File: src/rtl/hyp_pkg.sv
// Package: shared controller state encoding and datapath control word for
// the hypotenuse estimator. Assumes W-bit unsigned operands throughout.
package hyp_pkg;

    // Shift distances used for y/2 and x/8.
    localparam int SHIFT_NEAR = 1;
    localparam int SHIFT_FAR  = 3;

    // One state per register transfer, plus idle, completion and fault.
    typedef enum logic [3:0] {
        ST_IDLE,
        ST_TAKE_MAX,
        ST_TAKE_MIN,
        ST_HALVE_Y,
        ST_EIGHTH_X,
        ST_SEVEN_EIGHTHS,
        ST_SUM,
        ST_PICK,
        ST_DONE,
        ST_FAULT
    } hyp_state_e;

    // Control word from the controller to the datapath.
    typedef struct packed {
        logic ld_x;          // load Rx
        logic ld_y;          // load Ry
        logic ld_t;          // load Rt
        logic ld_c;          // load Rc
        logic cmp_regs;      // min/max compares Rx,Rt (1) or a,b (0)
        logic y_from_shift;  // Ry takes shifter (1) or min output (0)
        logic t_from_alu;    // Rt takes add/sub result (1) or shifter (0)
        logic shf_src_x;     // shifter input is Rx (1) or Ry (0)
        logic shf_far;       // shift by SHIFT_FAR (1) or SHIFT_NEAR (0)
        logic alu_a_is_y;    // add/sub left operand is Ry (1) or Rx (0)
        logic alu_sub;       // subtract (1) or add (0)
    } hyp_ctl_t;

endpackage

File: src/rtl/hyp_minmax.sv
// Module: hyp_minmax
// Purely combinational unsigned min/max of two W-bit values.
// Assumes: unsigned operands; ties give the same value on both outputs.
module hyp_minmax #(
    parameter int W = 8
) (
    input  logic [W-1:0] p_i,
    input  logic [W-1:0] q_i,
    output logic [W-1:0] max_o,
    output logic [W-1:0] min_o
);

    logic p_larger;

    // Compare once and steer both outputs from the same decision.
    always_comb begin
        p_larger = (p_i >= q_i);
        max_o    = p_larger ? p_i : q_i;
        min_o    = p_larger ? q_i : p_i;
    end

    always_comb begin
        AST_MINMAX_ORDER: assert (max_o >= min_o);
    end

endmodule

File: src/rtl/hyp_shifter.sv
// Module: hyp_shifter
// Logical right shift by one of two fixed distances chosen by far_i.
// Assumes: NEAR and FAR are both below W; vacated bits fill with zero.
module hyp_shifter #(
    parameter int W    = 8,
    parameter int NEAR = 1,
    parameter int FAR  = 3
) (
    input  logic [W-1:0] d_i,
    input  logic         far_i,
    output logic [W-1:0] q_o
);

    logic [W-1:0] near_q;
    logic [W-1:0] far_q;

    // Build both fixed shifts as wiring, with zero fill in the top bits.
    generate
        for (genvar i = 0; i < W; i++) begin : g_bit
            if (i + NEAR < W) begin : g_near_src
                assign near_q[i] = d_i[i+NEAR];
            end else begin : g_near_zero
                assign near_q[i] = 1'b0;
            end
            if (i + FAR < W) begin : g_far_src
                assign far_q[i] = d_i[i+FAR];
            end else begin : g_far_zero
                assign far_q[i] = 1'b0;
            end
        end
    endgenerate

    // Select the requested distance.
    always_comb begin
        q_o = far_i ? far_q : near_q;
    end

endmodule

File: src/rtl/hyp_addsub.sv
// Module: hyp_addsub
// W-bit unsigned adder/subtractor. ovf_o flags an add whose true sum does
// not fit in W bits. Assumes: the subtract is only used where a >= b, so
// the subtract borrow is not reported.
module hyp_addsub #(
    parameter int W = 8
) (
    input  logic [W-1:0] a_i,
    input  logic [W-1:0] b_i,
    input  logic         sub_i,
    output logic [W-1:0] y_o,
    output logic         ovf_o
);

    logic [W:0] wide;

    // Compute in W+1 bits so the carry of the add is visible.
    always_comb begin
        if (sub_i) begin
            wide = {1'b0, a_i} - {1'b0, b_i};
        end else begin
            wide = {1'b0, a_i} + {1'b0, b_i};
        end
        y_o   = wide[W-1:0];
        ovf_o = !sub_i && wide[W];
    end

endmodule

File: src/rtl/hyp_datapath.sv
// Module: hyp_datapath
// Working registers Rx, Ry, Rt, Rc with operand multiplexers, min/max,
// shifter and add/subtract unit. Every transfer is selected by the control
// word. Assumes: a_i and b_i are steady while a run is in progress.
module hyp_datapath
    import hyp_pkg::*;
#(
    parameter int W = 8
) (
    input  logic          clk,
    input  logic          rst_n,
    input  logic [W-1:0]  a_i,
    input  logic [W-1:0]  b_i,
    input  hyp_ctl_t      ctl_i,
    output logic          ovf_o,
    output logic [W-1:0]  c_o
);

    logic [W-1:0] rx_q, ry_q, rt_q, rc_q;
    logic [W-1:0] cmp_p, cmp_q, cmp_max, cmp_min;
    logic [W-1:0] shf_in, shf_out;
    logic [W-1:0] alu_a, alu_y;

    // Operand selection for the min/max unit, the shifter and the adder.
    always_comb begin
        cmp_p  = ctl_i.cmp_regs   ? rx_q : a_i;
        cmp_q  = ctl_i.cmp_regs   ? rt_q : b_i;
        shf_in = ctl_i.shf_src_x  ? rx_q : ry_q;
        alu_a  = ctl_i.alu_a_is_y ? ry_q : rx_q;
    end

    hyp_minmax #(.W(W)) u_minmax (
        .p_i   (cmp_p),
        .q_i   (cmp_q),
        .max_o (cmp_max),
        .min_o (cmp_min)
    );

    hyp_shifter #(.W(W), .NEAR(SHIFT_NEAR), .FAR(SHIFT_FAR)) u_shift (
        .d_i   (shf_in),
        .far_i (ctl_i.shf_far),
        .q_o   (shf_out)
    );

    hyp_addsub #(.W(W)) u_alu (
        .a_i   (alu_a),
        .b_i   (rt_q),
        .sub_i (ctl_i.alu_sub),
        .y_o   (alu_y),
        .ovf_o (ovf_o)
    );

    // Register file: load each register when its enable is set.
    always_ff @(posedge clk) begin
        if (!rst_n) begin
            rx_q <= '0;
            ry_q <= '0;
            rt_q <= '0;
            rc_q <= '0;
        end else begin
            if (ctl_i.ld_x) rx_q <= cmp_max;
            if (ctl_i.ld_y) ry_q <= ctl_i.y_from_shift ? shf_out : cmp_min;
            if (ctl_i.ld_t) rt_q <= ctl_i.t_from_alu ? alu_y : shf_out;
            if (ctl_i.ld_c) rc_q <= cmp_max;
        end
    end

    assign c_o = rc_q;

    AST_Y_ZERO_FILL: assert property (@(posedge clk) disable iff (!rst_n)
        (ctl_i.ld_y && ctl_i.y_from_shift) |=> (ry_q[W-1] == 1'b0));
    AST_SUB_NO_BORROW: assert property (@(posedge clk) disable iff (!rst_n)
        (ctl_i.ld_t && ctl_i.alu_sub) |-> (rx_q >= rt_q));
    AST_RESULT_NOT_BELOW_X: assert property (@(posedge clk) disable iff (!rst_n)
        ctl_i.ld_c |=> (rc_q >= rx_q));

endmodule

File: src/rtl/hyp_ctrl.sv
// Module: hyp_ctrl
// Hardwired sequencer. It leaves idle on start_i, walks the transfer chain
// one state per clock, branches to the fault state on add overflow and
// returns to idle after the done or fault state. Outputs depend on the
// state only, except the overflow branch. Assumes ovf_i is valid in ST_SUM.
module hyp_ctrl
    import hyp_pkg::*;
(
    input  logic       clk,
    input  logic       rst_n,
    input  logic       start_i,
    input  logic       ovf_i,
    output hyp_ctl_t   ctl_o,
    output logic       done_o,
    output logic       err_o
);

    hyp_state_e state_q, state_d;

    // Next-state selection along the fixed chain.
    always_comb begin
        unique case (state_q)
            ST_IDLE:          state_d = start_i ? ST_TAKE_MAX : ST_IDLE;
            ST_TAKE_MAX:      state_d = ST_TAKE_MIN;
            ST_TAKE_MIN:      state_d = ST_HALVE_Y;
            ST_HALVE_Y:       state_d = ST_EIGHTH_X;
            ST_EIGHTH_X:      state_d = ST_SEVEN_EIGHTHS;
            ST_SEVEN_EIGHTHS: state_d = ST_SUM;
            ST_SUM:           state_d = ovf_i ? ST_FAULT : ST_PICK;
            ST_PICK:          state_d = ST_DONE;
            ST_DONE:          state_d = ST_IDLE;
            ST_FAULT:         state_d = ST_IDLE;
            default:          state_d = ST_IDLE;
        endcase
    end

    // State register with synchronous reset.
    always_ff @(posedge clk) begin
        if (!rst_n) state_q <= ST_IDLE;
        else        state_q <= state_d;
    end

    // Decode the state into the datapath control word.
    always_comb begin
        ctl_o = '0;
        unique case (state_q)
            ST_TAKE_MAX: begin
                ctl_o.ld_x = 1'b1;
            end
            ST_TAKE_MIN: begin
                ctl_o.ld_y = 1'b1;
            end
            ST_HALVE_Y: begin
                ctl_o.ld_y         = 1'b1;
                ctl_o.y_from_shift = 1'b1;
            end
            ST_EIGHTH_X: begin
                ctl_o.ld_t      = 1'b1;
                ctl_o.shf_src_x = 1'b1;
                ctl_o.shf_far   = 1'b1;
            end
            ST_SEVEN_EIGHTHS: begin
                ctl_o.ld_t       = 1'b1;
                ctl_o.t_from_alu = 1'b1;
                ctl_o.alu_sub    = 1'b1;
            end
            ST_SUM: begin
                ctl_o.ld_t       = 1'b1;
                ctl_o.t_from_alu = 1'b1;
                ctl_o.alu_a_is_y = 1'b1;
            end
            ST_PICK: begin
                ctl_o.ld_c     = 1'b1;
                ctl_o.cmp_regs = 1'b1;
            end
            default: ctl_o = '0;
        endcase
    end

    // Completion flags are plain state decodes.
    assign done_o = (state_q == ST_DONE);
    assign err_o  = (state_q == ST_FAULT);

    AST_DONE_SINGLE: assert property (@(posedge clk) disable iff (!rst_n)
        done_o |=> !done_o);
    AST_ERR_SINGLE: assert property (@(posedge clk) disable iff (!rst_n)
        err_o |=> !err_o);
    AST_DONE_ERR_EXCL: assert property (@(posedge clk) disable iff (!rst_n)
        !(done_o && err_o));
    AST_ERR_FROM_SUM: assert property (@(posedge clk) disable iff (!rst_n)
        err_o |-> ($past(state_q) == ST_SUM));
    AST_IDLE_HOLDS: assert property (@(posedge clk) disable iff (!rst_n)
        (state_q == ST_IDLE && !start_i) |=> (state_q == ST_IDLE));
    AST_DONE_RETURNS: assert property (@(posedge clk) disable iff (!rst_n)
        done_o |=> (state_q == ST_IDLE));

endmodule

File: src/rtl/hyp_est.sv
// Module: hyp_est (top)
// Hypotenuse estimator: controller plus datapath. A one-clock start_i
// launches a run. done_o or err_o pulses once at its end.
// Assumes: a_i and b_i are held steady from the start clock until the end.
module hyp_est #(
    parameter int W = 8
) (
    input  logic         clk,
    input  logic         rst_n,
    input  logic         start_i,
    input  logic [W-1:0] a_i,
    input  logic [W-1:0] b_i,
    output logic [W-1:0] c_o,
    output logic         done_o,
    output logic         err_o
);

    hyp_pkg::hyp_ctl_t ctl;
    logic              ovf;

    hyp_ctrl u_ctrl (
        .clk     (clk),
        .rst_n   (rst_n),
        .start_i (start_i),
        .ovf_i   (ovf),
        .ctl_o   (ctl),
        .done_o  (done_o),
        .err_o   (err_o)
    );

    hyp_datapath #(.W(W)) u_dp (
        .clk   (clk),
        .rst_n (rst_n),
        .a_i   (a_i),
        .b_i   (b_i),
        .ctl_i (ctl),
        .ovf_o (ovf),
        .c_o   (c_o)
    );

    AST_ERR_KEEPS_C: assert property (@(posedge clk) disable iff (!rst_n)
        err_o |-> $stable(c_o));
    AST_DONE_NOT_SHORT: assert property (@(posedge clk) disable iff (!rst_n)
        done_o |-> (c_o >= a_i && c_o >= b_i));

endmodule

File: config.mk
export PLATFORM = sky130hd
export DESIGN_NAME = hyp_est
export DESIGN_NICKNAME = d
export VERILOG_FILES = /design/src/rtl/hyp_pkg.sv /design/src/rtl/hyp_minmax.sv /design/src/rtl/hyp_shifter.sv /design/src/rtl/hyp_addsub.sv /design/src/rtl/hyp_datapath.sv /design/src/rtl/hyp_ctrl.sv /design/src/rtl/hyp_est.sv
export SDC_FILE = /design/constraint.sdc
export NUM_CORES = 1
export LEC_CHECK = 0
export BUFFER_PORTS_ARGS = -buffer_cell sky130_fd_sc_hd__buf_2
export CORE_ASPECT_RATIO = 1.75
export CORE_UTILIZATION = 54
export CTS_CLUSTER_SIZE = 8
export DETAILED_ROUTE_END_ITERATION = 6
export PLACE_DENSITY = 0.8
export SETUP_SLACK_MARGIN = 0.1
export SYNTH_ARGS = -nofsm -noshare
export SYNTH_HDL_FRONTEND = slang
export SYNTH_SLANG_ARGS = --single-unit
export TNS_END_PERCENT = 1
File: constraint.sdc
create_clock -name clk -period 2.95 [get_ports clk]
set_input_delay 0.59 -clock clk [delete_from_list [all_inputs] [get_ports clk]]
set_output_delay 0.59 -clock clk [all_outputs]
set_load 0.1 [all_outputs]
==> summary.txt, run 1 <==
FF+latch count, synth = 36
worst vdd ir = 0.3916 mV
critical path's top delay family = buffers and inverters
Yosys top cell area share = 26.42%
post-layout power = 1.759 mW
Max Cap Violations = 0
switch share = 38.04%
initial antenna violation count = 0
Final Hold Viols = 0
CP max stage cell = mux2_2
gpl congestion = 0.9225
internal power = 1.090 mW
met3 wire len = 503 µm
pwr dens = 505.4 mW/mm²
synth top area cells = dfxtp_1 (26%), mux2i_1 (13%), ha_1 (7.8%)
via/cell ratio = 6.693
Detailed Routing Iterations Pass 1 = 5
Worst Path Max Fanout = 7
required time of the critical path = 3.16 ns
Seq/Total Area, Yosys = 26.42%
DRC violations left = 0
quantity of I/O buffers inserted on ports = 28
gr usage total = 30.70%
Max Root-Sink Buffers = 2
number of H-tree levels = 2
Overflow after GRT = 0
CP Launch Type = flop
Iteration-0 DRC Markers = 199
vias in the first global route = 2611
Die Y = 96.02 µm
P_leak = 1.459 nW
Final Net Count = 417
CTS Buf Count = 5
Worst-path clk slew = 0.08 ns
Post-Route Setup TNS = 0 ns
first-pass GRT wire length = 12410 µm
final worst path period need = 2.906 ns
crit path cell chain = and4b_1, buf_6, clkbuf_16, buf_4, mux2i_1, ha_1, nor2b_1, o21ai_1, a21oi_2, buf_6, mux2_2, a311oi_2
area leader, netlist = dfxtp_1
Die ar. = 0.005350 mm²
status = finished clean
Clock power frac = 21.5%
RSZ-0062 raised after global routing = yes
Setup crit end kind = flop
ANT cells = 0
syn_nets = 350
syn avg cell area = 8.714 µm²
Routed Antenna Nets = 0
Slew Limit Fails = 0
Final HPWL DP = 6078 µm
Synth cell types = 51
num rows = 33
relative slew slack = 55.08%
Starting Density = 57.44%
most frequent cells in the layout = buf_4 (42), dfxtp_1 (32), buf_2 (28)
P_sw = 669.2 µW
clk_skew = 0.009724 ns
largest net degree at the start of global routing = 23
CTS Root Cell = clkbuf_8
DR top layer = met4
width of the die = 55.73 µm
CP peak stage delay = 0.35 ns
clock latency at the later pin of the worst-skew pair = 0.30 ns
met2 WL = 4880 µm
drt total wl = 9244 µm
CP most frequent cell = buf_6
most common cell after layout, fill and taps aside = buf_4
share of cells above drive strength 1 = 34.38%
sequential share of power = 32.9%
Max Freq = 344.1 MHz
vias post-DR = 2898
Layout area overhead = 27.61%
synthesized area = 0.002728 mm²
final setup fails = 0
buffers plus inverters on the worst setup path = 4
Synth Warn # = 0
M1 WL = 3173 µm
WL per Instance = 21.35 µm
Top-Level Pins = 29
WP data arrival = 3.11 ns
CTS tree = done
TritonCTS Sinks = 36
Worst Max-Slew Pin Slew = 0.6730 ns
Tcrit/Tclk final = 98.50%
core area = 0.004748 mm²
combinational share of power = 45.5%
worst setup path class = reg2reg
Cells after Synth = 313
Worst Hold Class = reg2reg
area by class of cell:
class | instances | area [µm²]
Multi-Input combinational cell | 245 | 2002
Timing Repair Buffer | 75 | 534.3
Sequential cell | 36 | 725.7
Tap cell | 52 | 65.06
Fill cell | 325 | 1267
Clock buffer | 8 | 90.09
Inverter | 17 | 63.81
final timing paths:
| path | slack, ns | end | cells past startpoint | startpoint |
|---|---|---|---|---|
| setup / recovery | 0.04 | u_dp.ry_q[1]$_SDFFE_PN0P_ | 12 | u_ctrl.state_q[3]$_SDFF_PN0_ |
| setup reg to reg | 0.04 | u_dp.ry_q[1]$_SDFFE_PN0P_ | 12 | u_ctrl.state_q[3]$_SDFF_PN0_ |
| hold / removal | 0.52 | u_dp.c_o[1]$_SDFFE_PN0P_ | 2 | u_dp.c_o[1]$_SDFFE_PN0P_ |
| hold reg to reg | 0.52 | u_dp.c_o[1]$_SDFFE_PN0P_ | 2 | u_dp.c_o[1]$_SDFFE_PN0P_ |
worst register-to-register path: stages, from the launching register on:
cell	delay (ns)
dfxtp_2	0.34
and4b_1	0.27
buf_6	0.17
clkbuf_16	0.17
buf_4	0.11
mux2i_1	0.23
ha_1	0.27
nor2b_1	0.15
o21ai_1	0.11
a21oi_2	0.21
buf_6	0.16
mux2_2	0.35
a311oi_2	0.27
power groups by stage:
stage	clock network, mW	registers [mW]	logic, mW
after floorplan	0	0.564	0.500
after global placement	0	0.577	0.672
after detailed placement	0	0.578	0.686
after CTS	0.369	0.569	0.701
after global routing	0.395	0.579	0.868
final	0.379	0.579	0.801
per-layer routing:
layer | GRT usage (%) | vias up
met5 | 0 | -
met4 | 22.50 | 0
met3 | 2.957 | 55
met2 | 58.53 | 163
met1 | 30.57 | 1380
li1 | - | 1300
registers in the layout, summed over array words and instances, names as in the netlist:
| name | cells |
|---|---|
| u_dp.rx_q | 8 |
| u_dp.ry_q | 8 |
| u_dp.c_o | 8 |
| u_dp.rt_q | 8 |
| u_ctrl.state_q | 4 |
metrics by stage:
stage          util [%]  instances  setup WS, ns  hold slack [ns]  instance area, µm²
2_1_floorplan         -        313      -0.08968           0.4666                2733
3_3_place_gp      65.45        414       0.08678           0.4895                3108
3_5_place_dp      65.45        414       0.01222           0.4961                3108
4_1_cts           68.27        422       0.04381           0.5060                3242
5_1_grt           73.31        433      -0.03127           0.5575                3481
6_report          73.31        433       0.04427           0.5180                3481
Yosys cell counts, drive strengths merged:
| cell type | n |
|---|---|
| clkbuf | 10 |
| or4b | 1 |
| nand3 | 6 |
| o21bai | 1 |
| o31a | 1 |
| xnor2 | 7 |
| a32oi | 1 |
| nand3b | 6 |
| xor2 | 2 |
| a21oi | 17 |
| a31oi | 2 |
| buf | 5 |
| or2b | 1 |
| nand2b | 3 |
| mux2i | 36 |
| a311oi | 7 |
| a222oi | 1 |
| nor3 | 10 |
| o31ai | 1 |
| a221oi | 1 |
| and4b | 1 |
| o21ai | 21 |
| o21a | 2 |
| nor2b | 5 |
| fa | 1 |
| o32ai | 1 |
| a21o | 1 |
| or4 | 2 |
| a2111oi | 1 |
| a22o | 8 |
| dfxtp | 36 |
| o22ai | 2 |
| ha | 17 |
| a211oi | 7 |
| and3 | 2 |
| a22oi | 1 |
| nand2 | 18 |
| mux2 | 12 |
| or3 | 5 |
| inv | 17 |
| nor2 | 27 |
| and4 | 1 |
| nor3b | 1 |
| a41o | 1 |
| o211ai | 4 |
what timing repair did:
item | CTS | global route
hold buffers | 0 | 0
setup buffers | 0 | 10
cloned | 0 | 1
pin swaps | 0 | 9
endpoints found under the setup margin | 14 | 23
resized for setup | 10 | 29
logic make-up after synthesis:
group	after synthesis	synth area share, %
xor gates and xnor gates	9	2.890
buffers and inverters	32	6.651
and+or+nand+nor	89	16.61
AOI/OAI and AO/OA	81	20.73
muxes	48	18.17
DFF	36	26.42
adders and majority gates	18	8.532
Power figures use the tool's default switching activity.
==> run 2: changes to the inputs <==
--- a/config.mk
+++ b/config.mk
@@ -7,7 +7,7 @@
 export LEC_CHECK = 0
 export BUFFER_PORTS_ARGS = -buffer_cell sky130_fd_sc_hd__buf_2
 export CORE_ASPECT_RATIO = 1.75
-export CORE_UTILIZATION = 54
+export CORE_UTILIZATION = 56
 export CTS_CLUSTER_SIZE = 8
 export DETAILED_ROUTE_END_ITERATION = 6
 export PLACE_DENSITY = 0.8
==> constraint.sdc (replaced) <==
create_clock -name clk -period 2.7 [get_ports clk]
set_input_delay 0.54 -clock clk [delete_from_list [all_inputs] [get_ports clk]]
set_output_delay 0.54 -clock clk [all_outputs]
set_load 0.1 [all_outputs]
==> summary.txt, run 2 (synthesized netlist as in run 1, its figures left out) <==
Die ar. = 0.005165 mm²
CTS Buf Count = 5
Max Freq = 330.9 MHz
Slew Limit Fails = 0
worst vdd ir = 0.4959 mV
Starting Density = 58.46%
DP Worst Slack = -0.2950 ns
largest net degree at the start of global routing = 22
num rows = 33
CP most frequent cell = buf_4
fill count = 193
M2 GR Usage = 73.80%
Tcrit/Tclk final = 111.9%
setup ws final = -0.3225 ns
relative slew slack = 47.54%
hold path start = start_i
Layout area overhead = 48.62%
failing checks = design-rule violations, negative setup slack
Final Hold Viols = 0
number of H-tree levels = 2
cts hold-fix bufs = 0
CP peak stage delay = 0.43 ns
core area = 0.004666 mm²
sequential share of power = 29.0%
GRT Max-Usage Layer = met2
Setup crit end kind = flop
switch share = 42.84%
gpl congestion = 0.9896
TritonCTS Sinks = 36
Final HPWL DP = 6418 µm
DRC violations left = 29
Worst Hold Class = in2reg
WP data arrival = 3.28 ns
quantity of I/O buffers inserted on ports = 28
CP Launch Type = flop
vias in the first global route = 3292
area of placed instances = 0.003286 mm²
internal power = 1.256 mW
Iteration-0 DRC Markers = 418
Die Y = 94.33 µm
final worst path period need = 3.022 ns
first-pass GRT wire length = 16840 µm
P_leak = 1.664 nW
final instance area = 0.004054 mm²
Worst R2R End = u_ctrl.state_q[3]$_SDFF_PN0_
worst setup path class = reg2reg
required time of the critical path = 2.95 ns
clk_skew = 0.01764 ns
smallest hold slack = 0.4965 ns
most frequent cells in the layout = buf_4 (64), dfxtp_1 (32), buf_2 (28)
Routed Antenna Nets = 0
Final Net Count = 447
Post-Route Setup TNS = -5.008 ns
CTS tree = done
CTS Root Cell = clkbuf_8
Max Root-Sink Buffers = 2
crit path cell chain = buf_4, nand2b_1, nor2_4, buf_6, a21oi_1, xnor2_1, ha_1, nand3_1, o211ai_1, o31ai_1, buf_4, o21ai_2, and4_2
Hold EP = u_ctrl.state_q[0]$_SDFF_PN0_
P_sw = 941.4 µW
R2R Setup Slk = -0.32 ns
Hold Crit Depth = 3
grt met1 use = 45.60%
share of cells above drive strength 1 = 47.56%
Worst Max-Slew Pin Slew = 0.7809 ns
ANT cells = 0
Overflow after GRT = 0
post-layout power = 2.197 mW
drt total wl = 13520 µm
RSZ-0062 raised after global routing = yes
Top-Level Pins = 29
pwr dens = 542.1 mW/mm²
vias post-DR = 3576
combinational share of power = 52.1%
clock latency at the later pin of the worst-skew pair = 0.32 ns
Reg2Reg Depth = 13
final setup fails = 30
Max Cap Violations = 0
WL per Instance = 29.26 µm
Critical R2R Launch = u_ctrl.state_q[0]$_SDFF_PN0_
Detailed Routing Iterations Pass 1 = 7
sequential cell area = 728.2 µm²
Clock power frac = 18.9%
Worst Path Max Fanout = 9
M3 GR Usage = 13.43%
gr usage total = 45.33%
CP max stage cell = ha_1
area of the multi-input gates = 0.002278 mm²
Worst-path clk slew = 0.08 ns
width of the die = 54.76 µm
status = finished, violations left
via/cell ratio = 7.740
initial antenna violation count = 0
most common cell after layout, fill and taps aside = buf_4
[run 2: final cells by class]
class                   count  area share [%]
inverters                  17           1.636
multi-input cells         245           56.20
clock inverters             2          0.3086
repair buffers            105           20.59
well taps                  52           1.605
clock buffers               5           1.698
flip-flops and latches     36           17.96
[run 2: how the worst max path moves through the flow]
| stage | depth (start not counted) | startpoint | end |
|---|---|---|---|
| finish | 13 | u_ctrl.state_q[0]$_SDFF_PN0_ | u_ctrl.state_q[3]$_SDFF_PN0_ |
| CTS | 12 | u_ctrl.state_q[3]$_SDFF_PN0_ | u_dp.ry_q[4]$_SDFFE_PN0P_ |
| floorplan | 11 | u_ctrl.state_q[2]$_SDFF_PN0_ | u_ctrl.state_q[3]$_SDFF_PN0_ |
| detailed placement | 11 | u_ctrl.state_q[1]$_SDFF_PN0_ | u_dp.ry_q[5]$_SDFFE_PN0P_ |
| global route | 14 | u_ctrl.state_q[0]$_SDFF_PN0_ | u_ctrl.state_q[1]$_SDFF_PN0_ |
| global placement | 11 | u_ctrl.state_q[1]$_SDFF_PN0_ | u_dp.ry_q[4]$_SDFFE_PN0P_ |
[run 2: repair_timing]
action / CTS / global route
gates cloned: 1 / 0
setup endpoints to repair: 30 / 33
pin swaps: 15 / 27
setup buffers: 6 / 12
gates resized for setup: 52 / 51
[run 2: power groups by stage]
stage | combinational (mW) | clock, mW | sequential [mW]
4_1_cts | 0.903 | 0.377 | 0.620
6_report | 1.15 | 0.416 | 0.636
5_1_grt | 1.17 | 0.429 | 0.637
3_5_place_dp | 0.842 | 0 | 0.627
2_1_floorplan | 0.546 | 0 | 0.616
3_3_place_gp | 0.816 | 0 | 0.626
[run 2: critical path, delay by kind of cell, from the launching register on]
| kind | cells | cell delay [ns] |
|---|---|---|
| flops | 1 | 0.39 |
| fa+ha+maj | 1 | 0.43 |
| buf+inv | 3 | 0.50 |
| compound gates | 4 | 0.72 |
| simple gates | 4 | 0.74 |
| xor+xnor | 1 | 0.18 |
[run 2: metrics by stage]
step / util, % / instances
floorplan: - / 313
global placement: 70.42 / 436
detailed placement: 70.42 / 436
CTS: 78.60 / 450
global route: 86.89 / 462
finish: 86.89 / 462
[run 2: layer usage]
layer	wire [µm]	vias to the layer above
met5	0	-
met4	1566	0
met3	1679	166
met2	6067	415
met1	4202	1640
li1	-	1355
